### src/rtl/adc_pwr_pkg.sv
package adc_pwr_pkg;

   typedef enum logic [1:0] {
      PS_ACTIVE = 2'b00,
      PS_STBY   = 2'b01,
      PS_SHUT   = 2'b10,
      PS_WAKE   = 2'b11
   } pstate_t;

   function automatic logic mode_is_shut(input logic [1:0] pm);
      return pm == 2'b10;
   endfunction

   function automatic logic mode_is_stby(input logic [1:0] pm);
      return pm == 2'b01;
   endfunction

   function automatic logic is_low_power(input logic [1:0] st);
      return (st == PS_SHUT) || (st == PS_STBY);
   endfunction

endpackage

### src/rtl/adc_pwr_sync.sv
module adc_pwr_sync #(
   parameter int unsigned      WIDTH   = 3,
   parameter int unsigned      STAGES  = 2,
   parameter logic [WIDTH-1:0] RST_VAL = '0
) (
   input  logic             clk,
   input  logic             rst_n,
   input  logic [WIDTH-1:0] d,
   output logic [WIDTH-1:0] q
);

   generate
      if (STAGES == 0) begin : g_pass
         assign q = d;
      end else begin : g_chain
         logic [WIDTH-1:0] stage_q [STAGES];
         always_ff @(posedge clk or negedge rst_n) begin
            if (!rst_n) begin
               for (int i = 0; i < int'(STAGES); i++) stage_q[i] <= RST_VAL;
            end else begin
               stage_q[0] <= d;
               for (int i = 1; i < int'(STAGES); i++) stage_q[i] <= stage_q[i-1];
            end
         end
         assign q = stage_q[STAGES-1];
      end
   endgenerate

endmodule

### src/rtl/adc_pwr_rx.sv
module adc_pwr_rx #(
   parameter int unsigned WORD_BITS = 15,
   parameter int unsigned PM_HI_POS = 8,
   parameter int unsigned PM_LO_POS = 7,
   parameter int unsigned REF_POS   = 3
) (
   input  logic       clk,
   input  logic       rst_n,
   input  logic       frame_start,
   input  logic       bit_stb,
   input  logic       bit_in,
   output logic       word_vld,
   output logic [1:0] word_pm,
   output logic       word_ref
);

   localparam int unsigned CW = $clog2(WORD_BITS + 1);

   generate
      if (WORD_BITS < 2 || PM_HI_POS >= WORD_BITS || PM_LO_POS >= WORD_BITS ||
          REF_POS >= WORD_BITS) begin : g_bad_cfg
         $error("adc_pwr_rx: field position outside the control word");
      end
   endgenerate

   logic [CW-1:0]        bit_cnt;
   logic [WORD_BITS-1:0] shreg;
   logic [WORD_BITS-1:0] full_word;

   assign full_word = {shreg[WORD_BITS-2:0], bit_in};

   always_ff @(posedge clk or negedge rst_n) begin
      if (!rst_n) begin
         bit_cnt  <= '0;
         shreg    <= '0;
         word_vld <= 1'b0;
         word_pm  <= 2'b00;
         word_ref <= 1'b1;
      end else begin
         word_vld <= 1'b0;
         if (frame_start) begin
            bit_cnt <= '0;
         end else if (bit_stb && (bit_cnt < CW'(WORD_BITS))) begin
            shreg   <= full_word;
            bit_cnt <= bit_cnt + 1'b1;
            if (bit_cnt == CW'(WORD_BITS - 1)) begin
               word_vld <= 1'b1;
               word_pm  <= {full_word[PM_HI_POS], full_word[PM_LO_POS]};
               word_ref <= full_word[REF_POS];
            end
         end
      end
   end

endmodule

### src/rtl/adc_pwr_tmr.sv
module adc_pwr_tmr #(
   parameter int unsigned SHUT_CYC = 62500,
   parameter int unsigned STBY_CYC = 88
) (
   input  logic clk,
   input  logic rst_n,
   input  logic load,
   input  logic from_shut,
   input  logic abort,
   output logic done
);

   localparam int unsigned MAX_CYC = (SHUT_CYC > STBY_CYC) ? SHUT_CYC : STBY_CYC;
   localparam int unsigned TW      = (MAX_CYC < 2) ? 1 : $clog2(MAX_CYC);

   generate
      if (SHUT_CYC < 1 || STBY_CYC < 1) begin : g_bad_cfg
         $error("adc_pwr_tmr: power-up counts must be at least one cycle");
      end
   endgenerate

   logic [TW-1:0] cnt;
   logic          run;

   always_ff @(posedge clk or negedge rst_n) begin
      if (!rst_n) begin
         cnt <= '0;
         run <= 1'b0;
      end else if (load) begin
         cnt <= from_shut ? TW'(SHUT_CYC - 1) : TW'(STBY_CYC - 1);
         run <= 1'b1;
      end else if (abort) begin
         run <= 1'b0;
      end else if (run) begin
         if (cnt == '0) run <= 1'b0;
         else           cnt <= cnt - 1'b1;
      end
   end

   assign done = run && (cnt == '0);

endmodule

### src/rtl/adc_pwr_seq.sv
module adc_pwr_seq
   import adc_pwr_pkg::*;
#(
   parameter int unsigned CLK_HZ      = 125_000_000,
   parameter int unsigned SHUT_UP_NS  = 500_000,
   parameter int unsigned STBY_UP_NS  = 700,
   parameter int unsigned SYNC_STAGES = 2,
   parameter int unsigned WORD_BITS   = 15,
   parameter int unsigned PM_HI_POS   = 8,
   parameter int unsigned PM_LO_POS   = 7,
   parameter int unsigned REF_POS     = 3
) (
   input  logic       clk,
   input  logic       rst_n,
   input  logic       cs_n,
   input  logic       sclk,
   input  logic       sdin,
   output logic [1:0] pwr_state,
   output logic       ref_en,
   output logic       trk_hold,
   output logic       ready,
   output logic       bad_conv
);

   localparam longint unsigned NS_PER_S = 64'd1_000_000_000;
   localparam longint unsigned SHUT_L   =
      (longint'(SHUT_UP_NS) * longint'(CLK_HZ) + NS_PER_S - 1) / NS_PER_S;
   localparam longint unsigned STBY_L   =
      (longint'(STBY_UP_NS) * longint'(CLK_HZ) + NS_PER_S - 1) / NS_PER_S;
   localparam int unsigned SHUT_CYC = (SHUT_L < 1) ? 1 : int'(SHUT_L);
   localparam int unsigned STBY_CYC = (STBY_L < 1) ? 1 : int'(STBY_L);

   generate
      if (CLK_HZ == 0) begin : g_bad_clk
         $error("adc_pwr_seq: CLK_HZ must be nonzero");
      end
   endgenerate

   // ---------------- input sampling and edge detection ----------------
   logic [2:0] pins_s;
   logic       cs_s, sclk_s, sd_s;
   logic       cs_q, sclk_q;

   adc_pwr_sync #(
      .WIDTH   (3),
      .STAGES  (SYNC_STAGES),
      .RST_VAL (3'b100)
   ) u_sync (
      .clk   (clk),
      .rst_n (rst_n),
      .d     ({cs_n, sclk, sdin}),
      .q     (pins_s)
   );

   assign {cs_s, sclk_s, sd_s} = pins_s;

   always_ff @(posedge clk or negedge rst_n) begin
      if (!rst_n) begin
         cs_q   <= 1'b1;
         sclk_q <= 1'b0;
      end else begin
         cs_q   <= cs_s;
         sclk_q <= sclk_s;
      end
   end

   logic cs_fall, cs_rise, sclk_rise;
   assign cs_fall   = cs_q & ~cs_s;
   assign cs_rise   = ~cs_q & cs_s;
   assign sclk_rise = ~sclk_q & sclk_s & ~cs_s;

   // ---------------- control word capture ----------------
   logic       word_vld;
   logic [1:0] word_pm;
   logic       word_ref;

   adc_pwr_rx #(
      .WORD_BITS (WORD_BITS),
      .PM_HI_POS (PM_HI_POS),
      .PM_LO_POS (PM_LO_POS),
      .REF_POS   (REF_POS)
   ) u_rx (
      .clk         (clk),
      .rst_n       (rst_n),
      .frame_start (cs_fall),
      .bit_stb     (sclk_rise),
      .bit_in      (sd_s),
      .word_vld    (word_vld),
      .word_pm     (word_pm),
      .word_ref    (word_ref)
   );

   // ---------------- power sequencing ----------------
   pstate_t state;
   logic    ref_q, ready_q, trk_q, bad_q;
   logic    low_pwr, pdn, wake_go, tmr_done;

   assign low_pwr = is_low_power(state);
   assign pdn     = word_vld && !low_pwr &&
                    (mode_is_shut(word_pm) || mode_is_stby(word_pm));
   assign wake_go = cs_rise && low_pwr;

   adc_pwr_tmr #(
      .SHUT_CYC (SHUT_CYC),
      .STBY_CYC (STBY_CYC)
   ) u_tmr (
      .clk       (clk),
      .rst_n     (rst_n),
      .load      (wake_go),
      .from_shut (state == PS_SHUT),
      .abort     (pdn),
      .done      (tmr_done)
   );

   always_ff @(posedge clk or negedge rst_n) begin
      if (!rst_n) begin
         state   <= PS_ACTIVE;
         ref_q   <= 1'b1;
         ready_q <= 1'b1;
         trk_q   <= 1'b1;
         bad_q   <= 1'b0;
      end else begin
         if (word_vld) ref_q <= word_ref;
         if (cs_fall)  bad_q <= ~ready_q;
         if (pdn) begin
            state   <= mode_is_shut(word_pm) ? PS_SHUT : PS_STBY;
            ready_q <= 1'b0;
            trk_q   <= 1'b0;
         end else if (wake_go) begin
            state   <= PS_WAKE;
            trk_q   <= 1'b1;
         end else if (state == PS_WAKE && tmr_done) begin
            state   <= PS_ACTIVE;
            ready_q <= 1'b1;
         end
      end
   end

   assign pwr_state = state;
   assign ref_en    = ref_q && (state != PS_SHUT);
   assign trk_hold  = trk_q;
   assign ready     = ready_q;
   assign bad_conv  = bad_q;

endmodule

### config.mk
export PLATFORM = sky130hd
export DESIGN_NAME = adc_pwr_seq
export DESIGN_NICKNAME = d
export VERILOG_FILES = /design/src/rtl/adc_pwr_pkg.sv /design/src/rtl/adc_pwr_sync.sv /design/src/rtl/adc_pwr_rx.sv /design/src/rtl/adc_pwr_tmr.sv /design/src/rtl/adc_pwr_seq.sv
export SDC_FILE = /design/constraint.sdc
export NUM_CORES = 1
export LEC_CHECK = 0
export BUFFER_PORTS_ARGS = -buffer_cell sky130_fd_sc_hd__buf_2
export CAP_MARGIN = 20
export CORE_ASPECT_RATIO = 0.8
export CORE_MARGIN = 1
export CORE_UTILIZATION = 60
export CTS_CLUSTER_DIAMETER = 80
export CTS_CLUSTER_SIZE = 20
export DETAILED_ROUTE_END_ITERATION = 16
export GPL_TIMING_DRIVEN = 0
export PLACE_DENSITY_LB_ADDON = 0.1
export SETUP_SLACK_MARGIN = 0.1
export SLEW_MARGIN = 40
export SYNTH_ARGS = -nofsm -noshare
export SYNTH_HDL_FRONTEND = slang
export SYNTH_SLANG_ARGS = --single-unit
### constraint.sdc
create_clock -name clk -period 2.6 [get_ports clk]
set_input_delay 0.52 -clock clk [delete_from_list [all_inputs] [get_ports clk]]
set_output_delay 0.52 -clock clk [all_outputs]
set_load 0.01 [all_outputs]
==> results of run 1 <==
[state kept, by name, indices dropped and copies added (netlist names), 2 cells and up]
name,count
pwr_state,2
u_rx.bit_cnt,4
u_rx.word_pm,2
u_rx.shreg,8
u_sync.q,3
u_tmr.cnt,16
u_sync.g_chain.stage_q,3
[synth_stat cells, types with 2 or more instances]
cell type / instances / share of area
dfrtp_1: 40 / 0.42
nor2_1: 17 / 0.027
nand2_1: 13 / 0.020
mux2_2: 12 / 0.057
nand3_1: 10 / 0.021
a21oi_1: 9 / 0.019
a31oi_1: 8 / 0.021
o21ai_0: 8 / 0.017
dfstp_2: 7 / 0.077
inv_1: 7 / 0.011
ha_1: 6 / 0.031
nand4_1: 6 / 0.016
nand4b_1: 4 / 0.015
nor4_4: 4 / 0.036
and3_1: 3 / 0.0079
nor2b_1: 3 / 0.0079
nor3b_1: 3 / 0.0094
o31ai_1: 3 / 0.0094
or2_2: 3 / 0.0079
or4_1: 3 / 0.0094
or4_4: 3 / 0.014
a41o_1: 2 / 0.0084
and2_1: 2 / 0.0052
and4_1: 2 / 0.0073
nor4_1: 2 / 0.0052
nor4b_2: 2 / 0.013
o311ai_0: 2 / 0.0073
or3_1: 2 / 0.0052
xor2_1: 2 / 0.0073
[critical path: stages (launching register included)]
cell and delay (ps):
dfrtp_1 430, ha_1 360, nand3b_1 360, and3_1 410, and4_1 210, or3_1 310
[placed cells by master, fill, tap and decap left out, types with 2 or more instances in the layout]
master	Yosys	final
nand3_1	10	10
clkbuf_8	1	6
ha_1	6	6
nor4b_2	2	2
and4_1	2	2
and2_1	2	2
buf_4	1	2
o21ai_0	8	8
and3_1	3	3
or4_4	3	3
a31oi_1	8	8
or4_1	3	3
nor2_1	17	17
dfstp_2	7	7
nor4_4	4	4
a21oi_1	9	9
nand4_1	6	6
mux2_2	12	12
nor3b_1	3	3
nor2b_1	3	3
or3_1	2	2
xor2_1	2	2
a41o_1	2	2
nor4_1	2	2
buf_2	0	9
bufinv_16	0	2
or2_2	3	3
o311ai_0	2	2
o31ai_1	3	3
inv_1	7	7
nand2_1	13	13
nand4b_1	4	4
dfrtp_1	40	40
[cell type report]
type | count | share of cell area
Sequential cell | 47 | 0.448
Multi-Input combinational cell | 152 | 0.433
Clock buffer | 5 | 0.0260
Tap cell | 55 | 0.0260
Clock inverter | 3 | 0.0256
Timing Repair Buffer | 10 | 0.0199
Buffer | 4 | 0.0114
Inverter | 7 | 0.00994
[layer usage]
layer,wire (um),GRT usage,vias to the layer above
li1,-,-,826
met1,2280,0.390,860
met2,2150,0.375,62
met3,338,0.0565,2
met4,18,0.0784,0
met5,0,0,-
[where the power goes]
part	total [mW]	switching [mW]	internal, mW
clock network	0.629	0.246	0.383
logic	0.0842	0.0387	0.0455
registers	0.822	0.0335	0.789
[worst paths after layout]
path	cells after the start	slack [ps]	to	from
setup reg to reg	5	390	u_tmr.cnt[4]$_DFFE_PN0P_	pwr_state[1]$_DFFE_PN0P_
hold reg to reg	0	360	u_sync.q[1]$_DFF_PN0_	u_sync.g_chain.stage_q[4]$_DFF_PN0_
hold / removal	1	220	u_rx.shreg[4]$_DFFE_PN0P_	rst_n
min in group clk	1	320	u_sync.g_chain.stage_q[5]$_DFF_PN1_	cs_n
max in group asynchronous	1	2010	trk_hold$_DFFE_PN1P_	rst_n
setup / recovery	5	390	u_tmr.cnt[4]$_DFFE_PN0P_	pwr_state[1]$_DFFE_PN0P_
[logic make-up after synthesis]
family,Yosys count
AND/OR/NAND/NOR,94
flip-flops,47
AO/OA/AOI/OAI,37
multiplexers,12
buffers and inverters,11
adder cells (fa/ha/maj),6
XOR/XNOR,3
[stage by stage]
stage	hold slack, ps	cells	power [mW]
final	216	283	1.54
after global routing	255	283	1.59
after CTS	233	283	1.55
after detailed placement	341	275	0.924
after global placement	331	275	0.908
after floorplan	224	210	0.881
==> impl_metrics.toml, run 1 <==
[synth]
synthSimpleGateAreaFrac = 0.278
netlist_instances = 210
ys_warn_count = 0
ys_seq_area_frac = 0.497
async_flop_share = 1.00
synthesis.area_sq_mm = 0.00238
synth.distinct_cells = 51
syn_nets = 221
synth.avg_cell_area_sq_um = 11.4
ys_seq_elements = 47
synth_compound_area_frac = 0.102
synth_edf_count = 0
synth.area.mux_share = 0.0567
synth_fa_ha_area_frac = 0.0315
synth_top_family_by_area = "simple AND/OR/NAND/NOR gates"
synth_flop_cell = "dfrtp_1"
synthXorXnorAreaFrac = 0.0110

[place]
gp_routability_congestion = 0.909
dp_hpwl_mm = 3.43
place_ws_ps = 481
io_buffers = 10
placed_area_sq_mm = 0.00251

[detailed_routing]
dr_total_vias = 1750
wl_per_cell_um = 16.9
ant_nets = 0
initialDrtViolationCount = 188
vias_per_cell = 6.18
drt_first_pass_iters = 4
wl_mm = 4.79
drc = 0

[setup_path]
crit_type = "register to register"
cp-start-kind = "register"
path_max_fanout = 10
cp.arrival_ps = 2390
worstPathRequired_ps = 2780
end_kind = "register"

[global_routing]
grtUsageTotal = 0.259
antenna_found_initial = 0
grt_pass1_vias = 1747
grt_pass1_wl_mm = 8.26
grt_overflow_total = 0
grt_max_degree = 48

[timing]
setup_viol = 0
fin_crit_ps = 2210
report.final.slew_viol_count = 0
tightestPinTransition_ps = 586
finalCritPeriodShare = 0.849
timing.final.ws_setup_ps = 393
max_clock_freq_ghz = 0.453
finClkSkew_ps = 5.87
fin_tns_setup_ps = 0
rsz0062_at_grt = "no"
hold_viol = 0
relSlewSlack = 0.608

[finish]
final_util = 0.695
multi_input_area_sq_mm = 0.00114
area_growth_pct = 10.8
layout-drive-gt1-share = 0.268
nets = 238
antenna_cells = 0
postLayoutCellArea_sq_mm = 0.00264
regArea_sq_mm = 0.00118
fillers = 289

[floorplanning]
core_sq_mm = 0.00380
die-area_sq_mm = 0.00423
die_x_um = 72.5
start_util = 0.627
pin_count = 11
num_rows = 20
die_y_um = 58.4

[min_path]
min_path_type = "primary input to async pin"

[pwr]
leakage_nw = 1.22
vdd_drop_max_uv = 443
pwr_density_cell_mw_per_mm2 = 581

[clock_network]
htree_levels = 2
clk_pin_slew_worst_paths_ps = 90
cts_resized = 0
clk_root_buffer_cell = "clkbuf_8"
cts_setup_buffers = 0
cts_hold_buf = 0
cts.sink_count = 47
clock_latency_ps = 290
cts_tree = "built"
cts_buffer_depth = 2
numCtsBuffers = 5

[run_status]
status = "finished, final reports clean"

[job]
cap_violations = 0
Power figures use the tool's default switching activity.
==> inputs of run 2 (changes only) <==
ABC_AREA = 1   (was not set)
CORE_UTILIZATION = 55   (was 60)
clock period = 1.88 ns   (was 2.6 ns; I/O delays follow)
==> impl_metrics.toml, run 2 <==
[run_status]
status = "finished, final reports clean"

[pwr]
p_int_mw = 1.49
leakage_nw = 1.47
p_sw_mw = 0.451
p_seq_frac = 0.561
switching_share = 0.232
total_power_mw = 1.94
pwr_density_cell_mw_per_mm2 = 713
pwr-share-comb = 0.045
pwr-share-clk = 0.394
vdd_drop_max_uv = 522

[finish]
antenna_cells = 0
nets = 338
layout-drive-gt1-share = 0.174
regMostFlops = "u_tmr.cnt"
largest_register_ffs = 16
fillers = 361
reg.largest.list = "u_tmr.cnt (16), u_rx.shreg (8), u_rx.bit_cnt (4)"
final_common_cell = "nand2_1"
area_growth_pct = 13.5
final_cell_mix = "nand2_1, dfrtp_1, nand3_1"

[clock_network]
clock_latency_ps = 300
cts_tree = "built"
clk_pin_slew_worst_paths_ps = 90
numCtsBuffers = 5
htree_levels = 2
cts_buffer_depth = 2
cts.sink_count = 47
clk_root_buffer_cell = "clkbuf_8"
cts_hold_buf = 0

[synth]
synth.avg_cell_area_sq_um = 7.90
async_flop_share = 1.00
synth_edf_count = 0
ys_warn_count = 0
synth_flop_cell = "dfrtp_1"
synth.distinct_cells = 28
synth_top_area_frac = 0.417
syn_nets = 315
synthesis.area_sq_mm = 0.00240
netlist_top_cells_area = "dfrtp_1, nand2_1, nand3_1"
synth_most_common_cell = "nand2_1"
yosysTopAreaCell = "dfrtp_1"
ys_seq_elements = 47
netlist_instances = 304
ys_seq_area_frac = 0.493
ys_top_cells_by_count = "nand2_1, dfrtp_1, inv_1"

[global_routing]
antenna_found_initial = 0
grtUsageTotal = 0.220
grt_max_degree = 48
grt_overflow_total = 0
grt_pass1_vias = 1608
grt_pass1_wl_mm = 7.52

[detailed_routing]
drc = 0
initialDrtViolationCount = 166
wl_mm = 4.70
dr_total_vias = 1968
vias_per_cell = 5.11
drt_first_pass_iters = 4
ant_nets = 0
wl_per_cell_um = 12.2

[place]
place_ws_ps = -95.9
gp_routability_congestion = 0.888
io_buffers = 10
dp_hpwl_mm = 3.30

[timing]
fin_tns_setup_ps = 0
tightestPinTransition_ps = 582
hold_viol = 0
relSlewSlack = 0.612
fin_crit_ps = 1650
setup_viol = 0
max_clock_freq_ghz = 0.607
report.final.slew_viol_count = 0
rsz0062_at_grt = "no"
finClkSkew_ps = 5.09
timing.final.ws_setup_ps = 234
finalCritPeriodShare = 0.876

[floorplanning]
start_util = 0.575
die_x_um = 75.9
die-area_sq_mm = 0.00464
num_rows = 21
die_y_um = 61.1
pin_count = 11
core_sq_mm = 0.00418

[setup_path]
cp-start-kind = "register"
cp.arrival_ps = 1830
crit_type = "register to register"
crit_chain = "ha_1 -> nand3_1 -> nand3_2 -> nor2_4 -> nand4_1 -> nand2_1 -> o21ai_0"
cp_num_cells = 7
reg2reg_depth = 7
end_kind = "register"
worstPathRequired_ps = 2070
max_stage_delay_ps = 440
slowest_stage = "dfrtp_1"
path_buf_inv = 0
path_max_fanout = 7
path_delay_family = "simple AND/OR/NAND/NOR gates"

[job]
cap_violations = 0

[min_path]
min_path_type = "primary input to async pin"
## run 2: final cells by class
| class | count | area, sq um | share of cell area |
|---|---|---|---|
| Buffer | 6 | 45.0 | 0.0165 |
| Clock buffer | 5 | 68.8 | 0.0253 |
| Clock inverter | 3 | 46.3 | 0.0170 |
| Inverter | 40 | 150 | 0.0551 |
| Multi-Input combinational cell | 211 | 1060 | 0.389 |
| Sequential cell | 47 | 1180 | 0.435 |
| Tap cell | 57 | 71.3 | 0.0262 |
| Timing Repair Buffer | 16 | 97.6 | 0.0358 |
## run 2: path summary, 6_finish.rpt
| check | start | end | slack, ps |
|---|---|---|---|
| setup / recovery | u_rx.bit_cnt[0]$_DFFE_PN0P_ | u_rx.word_pm[0]$_DFFE_PN0P_ | 230 |
| setup reg to reg | u_rx.bit_cnt[0]$_DFFE_PN0P_ | u_rx.word_pm[0]$_DFFE_PN0P_ | 230 |
| hold reg to reg | u_sync.g_chain.stage_q[3]$_DFF_PN0_ | u_sync.q[0]$_DFF_PN0_ | 360 |
| hold / removal | rst_n | u_tmr.cnt[9]$_DFFE_PN0P_ | 70 |
| min in group clk | cs_n | u_sync.g_chain.stage_q[5]$_DFF_PN1_ | 160 |
| max in group asynchronous | rst_n | u_rx.shreg[1]$_DFFE_PN0P_ | 1420 |
## run 2: timing repair
action,in CTS,in global routing
resized for setup,3,15
setup endpoints to repair,20,23
setup buffers,1,5
pin swaps,1,6
endpoints found under the hold margin,0,0
## run 2: worst register-to-register path, delay by kind of cell, from the launching register on
kind	cells	cell delay, ps
AO/OA/AOI/OAI	1	80
flip-flops	1	440
AND/OR/NAND/NOR	5	770
adder cells (fa/ha/maj)	1	250
## run 2: metal layers
layer	wire (um)	GRT usage	up-vias
met2	1950	0.307	53
met1	2390	0.348	912
met4	33	0.0556	0
li1	-	-	999
met5	0	0	-
met3	329	0.0442	4
## run 2: cells by family (layout without fill, tap and decap cells)
kind of cell,count (synthesis),count (layout),share of synthesized area
simple gates,177,177,0.329
flops,47,47,0.493
buf+inv,46,70,0.0792
compound gates,23,23,0.0485
fa+ha+maj,6,6,0.0313
xor+xnor,5,5,0.0182
## run 2: stage by stage
stage / cell area (sq um) / hold slack [ps] / util / std cells
final: 2730 / 70.0 / 0.652 / 385
after global routing: 2730 / 111 / 0.652 / 385
after CTS: 2660 / 85.8 / 0.636 / 380
after detailed placement: 2520 / 339 / 0.604 / 371
after global placement: 2520 / 335 / 0.604 / 371
after floorplan: 2400 / 80.4 / - / 304
## run 2: power by group through the flow
| stage | Clock (mW) | Sequential, mW | Combinational, mW |
|---|---|---|---|
| 2_1_floorplan | 0 | 1.10 | 0.0458 |
| 3_3_place_gp | 0 | 1.11 | 0.0815 |
| 3_5_place_dp | 0 | 1.11 | 0.0866 |
| 4_1_cts | 0.774 | 1.09 | 0.0872 |
| 5_1_grt | 0.826 | 1.10 | 0.105 |
| 6_report | 0.765 | 1.09 | 0.0873 |
==> inputs of run 3 (changes only) <==
BUFFER_PORTS_ARGS = not set   (was -buffer_cell sky130_fd_sc_hd__buf_2)
CORE_UTILIZATION = 56   (was 55)
DONT_BUFFER_PORTS = 1   (was not set)
RECOVER_POWER = 100   (was not set)
==> impl_metrics.toml, run 3 (synthesis results as in run 2) <==
[run_status]
status = "finished, final reports clean"

[place]
io_buffers = 0
placed_area_sq_mm = 0.00247
dp.cells = 359
dp_hpwl_mm = 3.34
gp_routability_congestion = 0.921

[global_routing]
antenna_found_initial = 0
grt_pass1_vias = 1622
grtUsageTotal = 0.234
grt_max_degree = 48
grt_pass1_wl_mm = 7.80
grt_overflow_total = 0

[clock_network]
clk_pin_slew_worst_paths_ps = 90
cts_tree = "built"
htree_levels = 2
cts_buffer_depth = 2
numCtsBuffers = 5
cts.sink_count = 47
clk_root_buffer_cell = "clkbuf_8"
clock_latency_ps = 300

[timing]
rsz0062_at_grt = "no"
relSlewSlack = 0.738
setup_viol = 0
hold_viol = 0
report.final.slew_viol_count = 0
max_clock_freq_ghz = 0.590
finClkSkew_ps = 3.81
tightestPinTransition_ps = 391
fin_crit_ps = 1690
finalCritPeriodShare = 0.901
holdWs_ps = 63.5

[detailed_routing]
drc = 0
ant_nets = 0
initialDrtViolationCount = 242
vias_per_cell = 5.11
wl_per_cell_um = 12.7
wl_mm = 4.72
drt_first_pass_iters = 4
dr_total_vias = 1900

[finish]
reg.largest.list = "u_tmr.cnt (16), u_rx.shreg (8), u_rx.bit_cnt (4)"
area_growth_pct = 11.1
nets = 327
final_cell_mix = "nand2_1, dfrtp_1, inv_1, nand3_1, nor2_1"
layout-drive-gt1-share = 0.120
regMostFlops = "u_tmr.cnt"
antenna_cells = 0
largest_register_ffs = 16
final_util = 0.675
final_common_cell = "nand2_1"
postLayoutCellArea_sq_mm = 0.00267
instances_no_fill = 372

[setup_path]
path_buf_inv = 2
cp.arrival_ps = 1890
crit_chain = "ha_1 -> nand2_1 -> nor2_4 -> inv_2 -> nand3_4 -> nand2_4 -> buf_6 -> nand2_1 -> nand2_1"
end_kind = "register"
worstPathRequired_ps = 2080
cp-start-kind = "register"
cp_common_cell = "nand2_1"
r2r-start = "pwr_state[1]$_DFFE_PN0P_"
rrSetupSlack_ps = 190
max_stage_delay_ps = 460
slowest_stage = "dfrtp_1"
r2r_end = "u_tmr.cnt[10]$_DFFE_PN0P_"
reg2reg_depth = 9
path_max_fanout = 10
path_delay_family = "simple AND/OR/NAND/NOR gates"
crit_type = "register to register"

[floorplanning]
num_rows = 20
die_y_um = 60.6
pin_count = 11
start_util = 0.607
die_x_um = 75.2
die-area_sq_mm = 0.00456
core_sq_mm = 0.00395

[pwr]
vdd_drop_max_uv = 742
leakage_nw = 1.41
pwr_density_cell_mw_per_mm2 = 683

[job]
cap_violations = 0

[min_path]
hold_depth = 0
hold_path_end = "u_sync.g_chain.stage_q[5]$_DFF_PN1_"
min_path_type = "primary input to register"
hold_start = "cs_n"
==> run 3: cell types whose count changed in the layout (fill, tap and decap cells not counted), sizes merged <==
cell / delta
buf: -13
inv: +1
dlygate4sd3: +1
clkbuf: +1
bufinv: -1
==> run 3: per-layer routing <==
metal	share of wire	global-route usage	up-vias
li1	-	-	979
met1	0.51	0.365	869
met2	0.41	0.328	48
met3	0.071	0.0581	4
met4	0.0074	0.0503	0
met5	0	0	-
==> run 3: stage by stage <==
| step | total power [mW] | setup WS [ps] | TNS, ps |
|---|---|---|---|
| after floorplan | 1.15 | 203 | 0 |
| after global placement | 1.16 | -123 | -1470 |
| after detailed placement | 1.17 | -141 | -1750 |
| after CTS | 1.85 | 102 | 0 |
| after global routing | 1.91 | 56.9 | 0 |
| final | 1.82 | 186 | 0 |
==> run 3: area by class of cell <==
type | count | area (sq um)
well taps | 55 | 68.8
multi-input cells | 211 | 1060
clock buffers | 5 | 68.8
repair buffers | 5 | 60.1
clock inverters | 3 | 27.5
flip-flops and latches | 47 | 1190
fillers | 362 | 1290
inverters | 40 | 153
plain buffers | 6 | 47.5
==> run 3: what timing repair did <==
action	4_1_cts	5_1_grt
hold buffers	2	0
gates resized for setup	5	16
endpoints found under the setup margin	21	23
pin swaps	2	5
buffers inserted	2	1
endpoints found under the hold margin	47	0
==> run 3: worst register-to-register path: cells and delay by family, from the launching register on <==
family	cells	cell delay, ps
fa+ha+maj	1	320
buf+inv	2	230
flops	1	460
simple gates	6	590
==> run 3: power breakdown <==
group          internal (mW)  leakage, nW  switching, mW  total, mW
clock                  0.276       0.0467          0.366      0.641
combinational         0.0328        0.754         0.0582     0.0911
sequential              1.06        0.609         0.0272       1.09
total                   1.37         1.41          0.451       1.82
==> run 3: worst max path at each step <==
stage / start / endpoint / slack [ps] / depth (start not counted)
after CTS: pwr_state[0]$_DFFE_PN0P_ / u_tmr.cnt[10]$_DFFE_PN0P_ / 100 / 9
after global routing: pwr_state[1]$_DFFE_PN0P_ / u_tmr.cnt[10]$_DFFE_PN0P_ / 60 / 10
after detailed placement: pwr_state[0]$_DFFE_PN0P_ / u_tmr.cnt[10]$_DFFE_PN0P_ / -140 / 11
after global placement: pwr_state[0]$_DFFE_PN0P_ / u_tmr.cnt[10]$_DFFE_PN0P_ / -120 / 11
final: pwr_state[1]$_DFFE_PN0P_ / u_tmr.cnt[10]$_DFFE_PN0P_ / 190 / 9
after floorplan: pwr_state[0]$_DFFE_PN0P_ / pwr_state[1]$_DFFE_PN0P_ / 200 / 11
